`src/rtl/reset_cause_ctrl.sv`:
```
module reset_cause_ctrl #(
  parameter int PW       = 8,
  parameter int FILT_LEN = 4
) (
  input  logic          clk,
  input  logic          por_n,
  input  logic          core_bo,
  input  logic          main_bo,
  input  logic          bat_bo,
  input  logic          ds_bo,
  input  logic          sw_rst,
  input  logic          stk_err,
  input  logic          ext_rst_n,
  input  logic          deep_sleep,
  input  logic          vdd_good,
  input  logic          en_main_bo,
  input  logic          en_bat_bo,
  input  logic          en_ds_bo,
  input  logic          en_stk,
  input  logic [PW-1:0] pwrt_period,
  input  logic          flag_we,
  input  logic [7:0]    flag_wdata,
  output logic          sys_rst,
  output logic          bat_mode,
  output logic [7:0]    flags
);

  localparam int LW = $clog2(FILT_LEN + 1);
  localparam logic [7:0] FLAG_INIT = 8'h24;

  logic [1:0]    ext_sync;
  logic [LW-1:0] low_run;
  logic          ext_hold;
  logic          power_ld;
  logic          busy;
  logic          pulse_q;
  logic [PW-1:0] cnt;
  logic          hold;
  logic          main_ev, bat_ev, ds_ev, stk_ev;
  logic [7:0]    set_m, clr_m, base, nxt;

  assign ext_hold = (low_run == LW'(FILT_LEN));
  assign main_ev  = en_main_bo & main_bo;
  assign bat_ev   = en_bat_bo & bat_bo;
  assign ds_ev    = en_ds_bo & ds_bo & deep_sleep;
  assign stk_ev   = en_stk & stk_err;
  assign hold     = power_ld | core_bo | main_ev | bat_ev | ext_hold;
  assign sys_rst  = busy | pulse_q;

  always_ff @(posedge clk or negedge por_n) begin
    if (!por_n) begin
      ext_sync <= 2'b11;
      low_run  <= '0;
    end else begin
      ext_sync <= {ext_sync[0], ext_rst_n};
      if (ext_sync[1])   low_run <= '0;
      else if (!ext_hold) low_run <= low_run + 1'b1;
    end
  end

  always_ff @(posedge clk or negedge por_n) begin
    if (!por_n) begin
      power_ld <= 1'b1;
      busy     <= 1'b1;
      cnt      <= '0;
      pulse_q  <= 1'b0;
    end else begin
      power_ld <= 1'b0;
      pulse_q  <= sw_rst | stk_ev;
      if (hold) begin
        busy <= 1'b1;
        cnt  <= pwrt_period;
      end else if (busy) begin
        if (cnt == '0) busy <= 1'b0;
        else           cnt  <= cnt - 1'b1;
      end
    end
  end

  assign set_m = {ext_hold, stk_ev, 1'b0, ds_ev, bat_ev, main_ev, 2'b00};
  assign clr_m = {2'b00, sw_rst, 4'b0000, core_bo};
  assign base  = (flag_we && !sys_rst) ? flag_wdata : flags;
  assign nxt   = (base | set_m) & ~clr_m;

  always_ff @(posedge clk or negedge por_n) begin
    if (!por_n) begin
      flags    <= FLAG_INIT;
      bat_mode <= 1'b0;
    end else begin
      flags <= nxt;
      if (vdd_good)    bat_mode <= 1'b0;
      else if (bat_ev) bat_mode <= 1'b1;
    end
  end

endmodule

```
`config.mk`:
```
export PLATFORM = sky130hd
export DESIGN_NAME = reset_cause_ctrl
export DESIGN_NICKNAME = d
export VERILOG_FILES = /design/src/rtl/reset_cause_ctrl.sv
export SDC_FILE = /design/constraint.sdc
export NUM_CORES = 1
export LEC_CHECK = 0
export BUFFER_PORTS_ARGS = -buffer_cell sky130_fd_sc_hd__buf_2
export CORE_ASPECT_RATIO = 0.9
export CORE_MARGIN = 2
export CORE_UTILIZATION = 43
export CTS_BUF_LIST = sky130_fd_sc_hd__clkbuf_16
export DETAILED_ROUTE_END_ITERATION = 12
export GPL_TIMING_DRIVEN = 0
export PLACE_DENSITY = 0.8
export SLEW_MARGIN = 20
export SYNTH_ARGS = -nofsm -noshare
export SYNTH_HDL_FRONTEND = slang
export SYNTH_SLANG_ARGS = --single-unit
```
`constraint.sdc`:
```
create_clock -name clk -period 1.5 [get_ports clk]
set_input_delay 0.225 -clock clk [delete_from_list [all_inputs] [get_ports clk]]
set_output_delay 0.225 -clock clk [all_outputs]
set_load 0.03 [all_outputs]
```
======== Word level (Yosys, flattened, before mapping) ========
Index checks and enable logic that the tools add are counted.
cells by class
  reduce and logical (&&, ||, !) cells .... 6
  equality and inequality tests ........... 3
  muxes and demuxes ....................... 11
  bitwise gates (word level) .............. 14
  $add $sub $neg .......................... 2
operators with widths
  kind                   number
  $mux W8                4
  $and A8 B8 Y8          1
  $logic_not A8 Y1       1
  $not A6 Y8             1
  $or A8 B8 Y8           1
  $sub A8 B1 Y8 const B  1
  $mux W3                2
  $or A1 B1 Y1           6
  $and A1 B1 Y1          5
  $mux W1                5
  $ne A2 B2 Y1 const B   2
  $reduce_bool A2 Y1     2
  $add A3 B1 Y3 const B  1
  $eq A3 B3 Y1 const B   1
  $reduce_and A2 Y1      1
  $logic_and A1 B1 Y1    1
  $logic_not A1 Y1       1
word-level totals
  input port bits ......................... 32
  register bits ........................... 25
  output and inout port bits .............. 10
  logic and storage cells ................. 44

======== Longest topological paths before layout ========
Gate-level depths: netlist of run 1.
  word-level depth ........................ 6
  gate-level depth with buffers ........... 7
  mapped depth without buffers ............ 6

======== Worst setup path before layout of run 1 ========
No wires, ideal clock.
  path type ............................... register to register
  start ................................... register busy
  end ..................................... register cnt[5]
  clock period less this slack ............ 1629 ps
  cell stages (with the launch flop) ...... 5
  data arrival time ....................... 1565 ps
  slack ................................... -129 ps
  data required time ...................... 1436 ps
  library setup time ...................... 64 ps
  buffers on the path ..................... 0
  path through ............................ dfstp_2 or4b_4 a2111o_1 a21oi_1 a21o_1
between the ends
  cells in the longest elaborated chain, start to end .. 2
ends and longest elaborated chain
  what                          line  text
  from (decl)                   35    logic busy;
  from (signal assigned)        64    busy <= 1'b1;
  from (signal assigned)        71    busy <= 1'b1;
  from (signal assigned)        74    if (cnt == '0) busy <= 1'b0;
  $reduce_bool A2 Y1 (no line)  --
  $reduce_and A2 Y1 (no line)   --
  to (signal assigned)          72    cnt <= pwrt_period;
  to (signal assigned)          75    else cnt <= cnt - 1'b1;
  to (decl)                     37    logic [PW-1:0] cnt;
No other way between the ends.
A chain may end at the register's enable or synchronous reset.

======== Final worst setup path of run 1 ========
Same ends and word-level chain as after synthesis.

==> results.json, run 1 <==
{
  "end_kind": "flop",
  "root_buffer": "clkbuf_16",
  "gr-total-overflow": 0,
  "p_per_area_nw_per_um2": 990,
  "path_class": "reg -> reg",
  "floorplan.initialDensity": 0.466,
  "slew_headroom": 0.631,
  "regToRegSetupSlack_ns": -0.19,
  "syn_area_um2": 1170,
  "worst_slack_ns": -0.194,
  "status": "finished with violations",
  "h-tree-depth": 1,
  "crit_arrival_ns": 1.84,
  "final_common_cell": "buf_2",
  "ys_types": 29,
  "yosysSeqAreaShare": 0.541,
  "ys_async_sr_fraction": 1.00,
  "hold_slack_ns": 0.0675,
  "synth-edff-count": 0,
  "dr.pass1.iters": 8,
  "gp_congestion": 0.800,
  "antenna_found_initial": 0,
  "fp.dieH_um": 53.5,
  "failed_checks": "design-rule violations, negative setup slack",
  "ys_ff_latch": 25,
  "grt_max_degree": 26,
  "num_vias": 1116,
  "worst_clock_skew_ns": 0.00484,
  "fin_nets": 212,
  "start_kind": "flop",
  "cp_max_fo": 5,
  "layout-drive-gt1-share": 0.403,
  "die_x_um": 59.0,
  "syn_nets": 159,
  "via_per_inst": 5.47,
  "row_count": 17,
  "final_max_slew_viol_count": 0,
  "syn_avg_cell_area_um2": 9.43,
  "drc": 1,
  "ys_warn_count": 0,
  "dieArea_um2": 3150,
  "grt_setup_unrepaired": "true",
  "clk_pin_slew_ns": 0.06,
  "p_leak_nw": 0.768,
  "grt_pass1_vias": 1049,
  "cts.path.max_buffers": 2,
  "critPathRequiredTime_ns": 1.65,
  "wl_per_cell_um": 15.5,
  "fillerInstances": 191,
  "timing_hold_violations_final": 0,
  "layout_common_cells": "buf_2 (41), nand2_1 (29), dfrtp_1 (19), nor2_1 (9)",
  "ys.flop_type": "dfrtp_1",
  "io_buffers": 41,
  "synth_cells": 124,
  "period_needed_ns": 1.69,
  "period_share": 1.13,
  "n_antenna_cell": 0,
  "drt-total-wl_um": 3150,
  "ir_drop_uv": 614,
  "worst_pin_slew_ns": 0.553,
  "clkLatencyLatePin_ns": 0.26,
  "maxCapViolations": 0,
  "initialDrtViolationCount": 23,
  "core_um2": 2510,
  "cts_tree": "yes",
  "dp_hpwl_um": 1950,
  "grt_first_pass_wirelength_um": 4490,
  "fmax_mhz": 590,
  "dp_slack_ns": -0.203,
  "syn2layout_area_growth_pct": 37.3,
  "track_usage": 0.195,
  "hold_path.class": "in -> reg",
  "final_antenna_net_count": 0,
  "finalSetupViolCount": 6,
  "cts_buffers": 3,
  "cts.sinks": 25,
  "ios": 42
}
[logic make-up after synthesis]
family,after synthesis,share of synthesized area
buffers and inverters,8,0.0257
adder cells (fa/ha/maj),3,0.0321
flip-flops,25,0.541
multiplexers,2,0.0171
other,1,0.00321
AND/OR/NAND/NOR,60,0.245
AO/OA/AOI/OAI,23,0.121
XOR/XNOR,2,0.0150
[per-layer routing]
metal	GRT usage	wire length, um	vias to the layer above
li1	-	-	523
met1	0.217	1340	547
met2	0.367	1630	38
met3	0.0367	102	8
met4	0.0682	80	0
met5	0	0	-
[cells in the mapped netlist, types with 2 or more instances]
cell,instances,area share
nor2_1,9,0.029
dfstp_2,6,0.13
nand3_1,7,0.030
dfrtp_1,19,0.41
mux2i_1,2,0.017
o21ai_0,5,0.021
o21ai_1,2,0.0086
a21o_1,3,0.019
nor3_1,4,0.017
clkbuf_1,2,0.0064
inv_1,6,0.019
a21oi_1,9,0.038
ha_1,3,0.032
nand2_1,30,0.096
xnor2_1,2,0.015
nor2b_1,2,0.011
[what timing repair did]
| action | 4_1_cts | 5_1_grt |
|---|---|---|
| setup endpoints to repair | 8 | 11 |
| endpoints found under the hold margin | 19 | 0 |
| cloned | 0 | 0 |
| hold buffers | 1 | 0 |
| pin swaps | 0 | 2 |
| resized for setup | 12 | 4 |
| buffers inserted | 3 | 4 |
[report_power, final]
group          switching [mW]  total, mW  internal [mW]
sequential             0.0417      0.757          0.716
clock                   0.225      0.581          0.356
combinational           0.132      0.251          0.119
total                   0.399       1.59           1.19
[registers in the layout, indices dropped and copies added, names as in the netlist]
| name | flops |
|---|---|
| bat_mode | 1 |
| power_ld | 1 |
| ext_sync | 2 |
| flags | 8 |
| low_run | 3 |
| busy | 1 |
| pulse_q | 1 |
| cnt | 8 |
[worst paths after layout]
path                                       start               endpoint  cells past startpoint
setup / recovery                  busy$_DFF_PN1_     cnt[5]$_DFFE_PN0P_                      4
hold / removal                         ext_rst_n  ext_sync[0]$_DFF_PN1_                      1
setup reg to reg                  busy$_DFF_PN1_     cnt[5]$_DFFE_PN0P_                      4
hold reg to reg            ext_sync[0]$_DFF_PN1_  ext_sync[1]$_DFF_PN1_                      0
max in group asynchronous                  por_n     flags[2]$_DFF_PN1_                      2
min in group asynchronous                  por_n      pulse_q$_DFF_PN0_                      2
[cell type report]
| class | instances | area, um2 | share of cell area |
|---|---|---|---|
| Clock buffer | 3 | 75.1 | 0.0467 |
| Clock inverter | 1 | 3.75 | 0.00234 |
| Timing Repair Buffer | 49 | 268 | 0.167 |
| Multi-Input combinational cell | 91 | 562 | 0.350 |
| Inverter | 6 | 22.5 | 0.0140 |
| Buffer | 1 | 7.51 | 0.00467 |
| Tap cell | 28 | 35.0 | 0.0218 |
| Sequential cell | 25 | 633 | 0.394 |
[worst max-delay path, cell delays in order, from the launching register on]
cell and delay [ns]:
dfstp_2 0.53, or4b_4 0.50, o21ai_0 0.31, a21oi_2 0.09, a21o_1 0.16
[metrics by stage]
step | setup TNS [ns] | util | power, mW | instance area, um2 | instances
2_1_floorplan | -0.211 | - | 0.863 | 1170 | 124
3_3_place_gp | -0.906 | 0.562 | 0.935 | 1410 | 193
3_5_place_dp | -1.25 | 0.562 | 0.949 | 1410 | 193
4_1_cts | -0.351 | 0.626 | 1.57 | 1570 | 201
5_1_grt | -0.879 | 0.640 | 1.66 | 1610 | 204
6_report | -0.642 | 0.640 | 1.59 | 1610 | 204
(Power assumes the default switching activity.)
==> run 2: changes to the inputs <==
--- a/config.mk
+++ b/config.mk
@@ -12,7 +12,7 @@
 export CTS_BUF_LIST = sky130_fd_sc_hd__clkbuf_16
 export DETAILED_ROUTE_END_ITERATION = 12
 export GPL_TIMING_DRIVEN = 0
-export PLACE_DENSITY = 0.8
+export PLACE_DENSITY = 0.7
 export SLEW_MARGIN = 20
 export SYNTH_ARGS = -nofsm -noshare
 export SYNTH_HDL_FRONTEND = slang
==> run 2 against run 1 <==
Against the previous run: the run still ends with design-rule violations, negative setup slack left; critical path depth did not move; clock power up 4.8%; die area unchanged; cell count down 0.98%; wire length decreased by 21%; combinational power is 8.4% lower; register-to-register slack gained 0.02 ns; final area is 0.62% lower; worst hold slack lost 0.0080 ns; worst setup slack improved by 0.022 ns; largest cell class unchanged; largest power group unchanged; highest routed layer is now met3.
==> results.json, run 2 (synthesis gave the netlist of run 1 again) <==
{
  "slew_headroom": 0.638,
  "via_per_inst": 5.09,
  "cts.path.max_buffers": 2,
  "cp_max_fo": 4,
  "dieArea_um2": 3150,
  "n_antenna_cell": 0,
  "r2r-end": "cnt[5]$_DFFE_PN0P_",
  "critPathRequiredTime_ns": 1.70,
  "h-tree-depth": 1,
  "layout-drive-gt1-share": 0.402,
  "cts_buffers": 3,
  "wl_per_cell_um": 12.4,
  "worst_pin_slew_ns": 0.543,
  "fmax_mhz": 598,
  "regToRegSetupSlack_ns": -0.17,
  "crit_arrival_ns": 1.87,
  "grt_pass1_vias": 1027,
  "track_usage": 0.183,
  "hold_path.class": "in -> reg",
  "initialDrtViolationCount": 40,
  "timing_hold_violations_final": 0,
  "cp_cell_sequence": "or4b_4 > a2111o_1 > a21oi_2 > a21o_1",
  "dp_cells": 193,
  "finalSetupViolCount": 3,
  "critical-path-top-delay-family": "compound AO/OA/AOI/OAI gates",
  "io_buffers": 41,
  "cts.sinks": 25,
  "failed_checks": "design-rule violations, negative setup slack",
  "cp_slowest_cell": "dfstp_2",
  "row_count": 17,
  "fin_nets": 210,
  "syn2layout_area_growth_pct": 36.5,
  "maxCapViolations": 0,
  "layout_common_cells": "buf_2 (41), nand2_1 (29), dfrtp_1 (19), nor2_1 (9), a21oi_1 (8)",
  "p_leak_nw": 0.756,
  "drt-total-wl_um": 2500,
  "antenna_found_initial": 0,
  "reg.largest.list": "cnt (8), flags (8), low_run (3)",
  "cp_num_buf_inv": 0,
  "gr-total-overflow": 0,
  "die_x_um": 59.0,
  "gp_congestion": 0.827,
  "worst_slack_ns": -0.172,
  "fin_setup_tns_ns": -0.431,
  "dp_hpwl_um": 1780,
  "reg2reg_depth": 4,
  "status": "finished with violations",
  "dr.pass1.iters": 8,
  "period_needed_ns": 1.67,
  "post_dp_cell_area_um2": 1410,
  "period_share": 1.11,
  "cts_tree": "yes",
  "end_kind": "flop",
  "grt_max_degree": 26,
  "fp.dieH_um": 53.5,
  "finalNonFillerCells": 202,
  "num_vias": 1028,
  "clk_pin_slew_ns": 0.07,
  "ios": 42,
  "root_buffer": "clkbuf_16",
  "ir_drop_uv": 772,
  "min_path_cells": 1,
  "fillerInstances": 205,
  "slowest_delay_ns": 0.52,
  "final_max_slew_viol_count": 0,
  "floorplan.initialDensity": 0.466,
  "worst_clock_skew_ns": 0.00447,
  "hold_slack_ns": 0.0594,
  "hold_start": "ext_rst_n",
  "drc": 1,
  "grt_setup_unrepaired": "true",
  "finalPower_mw": 1.59,
  "r2r-start": "busy$_DFF_PN1_",
  "stdcell_area_um2": 1600,
  "core_um2": 2510,
  "final_antenna_net_count": 0,
  "clkLatencyLatePin_ns": 0.26,
  "min_to": "ext_sync[0]$_DFF_PN1_",
  "path_class": "reg -> reg",
  "p_per_area_nw_per_um2": 997,
  "start_kind": "flop",
  "final_common_cell": "buf_2",
  "grt_first_pass_wirelength_um": 4350
}
==> run 2: repair_timing <==
item                       CTS  global route
setup buffers                4             1
pin swaps                    3             1
hold buffers                 1             0
resized for setup           10             5
hold endpoints to repair    19             0
setup endpoints to repair    8            14
==> run 2: worst max path at each step <==
stage / slack [ns] / from / depth (start not counted) / to
detailed placement: -0.21 / busy$_DFF_PN1_ / 4 / cnt[7]$_DFFE_PN0P_
global route: -0.25 / busy$_DFF_PN1_ / 4 / cnt[5]$_DFFE_PN0P_
CTS: -0.16 / busy$_DFF_PN1_ / 4 / cnt[5]$_DFFE_PN0P_
floorplan: -0.13 / busy$_DFF_PN1_ / 4 / cnt[5]$_DFFE_PN0P_
global placement: -0.18 / busy$_DFF_PN1_ / 4 / cnt[5]$_DFFE_PN0P_
finish: -0.17 / busy$_DFF_PN1_ / 4 / cnt[5]$_DFFE_PN0P_
==> run 2: per-layer routing <==
layer	up-vias	global-route usage	part of all wire
met5	-	0	0
met4	0	0.0227	0
met3	0	0.0440	0.047
met2	27	0.324	0.50
met1	480	0.233	0.45
li1	521	-	-
==> run 2: through the flow <==
stage / worst slack (ns) / utilization
CTS: -0.159 / 0.627
global route: -0.249 / 0.636
global placement: -0.184 / 0.562
detailed placement: -0.211 / 0.562
finish: -0.172 / 0.636
floorplan: -0.129 / -
==> run 2: cell type report <==
cell class,instances,area (um2),share of cell area
plain buffers,1,7.51,0.00470
clock buffers,3,75.1,0.0470
clock inverters,1,8.76,0.00549
inverters,6,22.5,0.0141
multi-input cells,91,562,0.352
flip-flops and latches,25,633,0.397
well taps,28,35.0,0.0219
repair buffers,47,253,0.158
==> run 2: power breakdown <==
group / internal, mW / switching, mW / total, mW
sequential: 0.715 / 0.0370 / 0.752
combinational: 0.111 / 0.119 / 0.230
clock: 0.368 / 0.241 / 0.609
==> run 3: changes to the inputs <==
--- a/config.mk
+++ b/config.mk
@@ -12,6 +12,7 @@
 export CTS_BUF_LIST = sky130_fd_sc_hd__clkbuf_16
 export DETAILED_ROUTE_END_ITERATION = 12
 export GPL_TIMING_DRIVEN = 0
+export HOLD_SLACK_MARGIN = 0.06
 export PLACE_DENSITY = 0.7
 export SLEW_MARGIN = 20
 export SYNTH_ARGS = -nofsm -noshare
==> run 3 against run 2 <==
Against the previous run: the flow still finishes with violations (design-rule violations, negative setup slack); flip-flop and latch count stayed put; critical path type unchanged; cell count increased by 0.50%; clock-buffer cell count unchanged; combinational power about the same; maximum frequency is essentially flat; first-iteration DRC count is 10% lower; sequential power barely moved; wire length is 0.28% higher; critical path depth is the same; final area rose by 0.63%; die area unchanged.
==> results.json, run 3 (synthesis gave the netlist of run 1 again) <==
{
  "status": "finished with violations",
  "failed_checks": "design-rule violations, negative setup slack",
  "grt_setup_unrepaired": "true",
  "reg.largest.list": "cnt (8), flags (8), low_run (3)",
  "fin_setup_tns_ns": -0.432,
  "finalSetupViolCount": 3,
  "crit_arrival_ns": 1.87,
  "cp_num_buf_inv": 0,
  "cts_buffers": 3,
  "dp_hpwl_um": 1780,
  "num_vias": 1032,
  "worst_slack_ns": -0.172,
  "worst_pin_slew_ns": 0.543,
  "dp_slack_ns": -0.211,
  "n_antenna_cell": 0,
  "end_kind": "flop",
  "clk_pin_slew_ns": 0.07,
  "worst_clock_skew_ns": 0.00462,
  "fin_nets": 211,
  "hold_slack_ns": 0.0853,
  "cts.path.max_buffers": 2,
  "p_per_area_nw_per_um2": 992,
  "cts.sinks": 25,
  "layout_common_cells": "buf_2 (41), nand2_1 (29), dfrtp_1 (19), nor2_1 (9), a21oi_1 (8)",
  "fp.dieH_um": 53.5,
  "die_x_um": 59.0,
  "wl_per_cell_um": 12.3,
  "p_leak_nw": 0.760,
  "grt_pass1_vias": 1030,
  "gr-total-overflow": 0,
  "reg2reg_depth": 4,
  "cp_slowest_cell": "dfstp_2",
  "antenna_found_initial": 0,
  "cts_tree": "yes",
  "io_buffers": 41,
  "dieArea_um2": 3150,
  "min_path_cells": 2,
  "track_usage": 0.184,
  "slowest_delay_ns": 0.52,
  "finalPower_mw": 1.59,
  "period_share": 1.11,
  "grt_max_degree": 26,
  "h-tree-depth": 1,
  "period_needed_ns": 1.67,
  "floorplan.initialDensity": 0.466,
  "final_common_cell": "buf_2",
  "finalNonFillerCells": 203,
  "layout-drive-gt1-share": 0.400,
  "post_dp_cell_area_um2": 1410,
  "slew_headroom": 0.638,
  "root_buffer": "clkbuf_16",
  "syn2layout_area_growth_pct": 37.3,
  "cp_cell_sequence": "or4b_4 > a2111o_1 > a21oi_2 > a21o_1",
  "drc": 1,
  "cp_max_fo": 4,
  "final_antenna_net_count": 0,
  "core_um2": 2510,
  "critical-path-top-delay-family": "compound AO/OA/AOI/OAI gates",
  "gp_congestion": 0.827,
  "via_per_inst": 5.08,
  "timing_hold_violations_final": 0,
  "maxCapViolations": 0,
  "stdcell_area_um2": 1610,
  "ios": 42,
  "postLayoutCoreUtil": 0.640,
  "ir_drop_uv": 773,
  "clkLatencyLatePin_ns": 0.26,
  "hold_path.class": "in -> reg",
  "dr.pass1.iters": 8,
  "path_class": "reg -> reg",
  "worst-path-stages": 4,
  "dp_cells": 193,
  "fmax_mhz": 598,
  "grt_first_pass_wirelength_um": 4360,
  "critPathRequiredTime_ns": 1.70,
  "start_kind": "flop",
  "initialDrtViolationCount": 36,
  "row_count": 17,
  "final_max_slew_viol_count": 0,
  "drt-total-wl_um": 2500
}
run 3: final cells by class:
type	count	area [um2]
fill	204	903
sequential	25	633
multi-input combinational	91	562
timing repair buffer	48	263
clock buffer	3	75.1
tap	28	35.0
inverter	6	22.5
clock inverter	1	8.76
buffer	1	7.51
run 3: routing by layer:
metal / GRT usage / vias up / wire [um]
met2: 0.324 / 27 / 1250
met1: 0.234 / 482 / 1140
met3: 0.0440 / 0 / 118
met5: 0 / - / 0
met4: 0.0227 / 0 / 0
li1: - / 523 / -
run 3: what timing repair did:
action                     CTS  global route
gates cloned                 0             0
gates resized for setup     10             5
setup buffers                4             1
pin swaps                    3             1
hold endpoints to repair    20             0
setup endpoints to repair    8            14
hold buffers                 2             0
run 3: path summary, 6_finish.rpt:
path	start	to	slack, ns
worst max register to register	busy$_DFF_PN1_	cnt[5]$_DFFE_PN0P_	-0.17
worst max-delay path	busy$_DFF_PN1_	cnt[5]$_DFFE_PN0P_	-0.17
worst min-delay path	sw_rst	flags[5]$_DFF_PN1_	0.09
worst min register to register	ext_sync[0]$_DFF_PN1_	ext_sync[1]$_DFF_PN1_	0.36
min in group asynchronous	por_n	flags[0]$_DFF_PN0_	0.48
max in group asynchronous	por_n	busy$_DFF_PN1_	0.65
run 3: power breakdown:
part | switching (mW) | internal [mW]
sequential | 0.0370 | 0.715
combinational | 0.119 | 0.112
clock | 0.242 | 0.368
total | 0.398 | 1.20
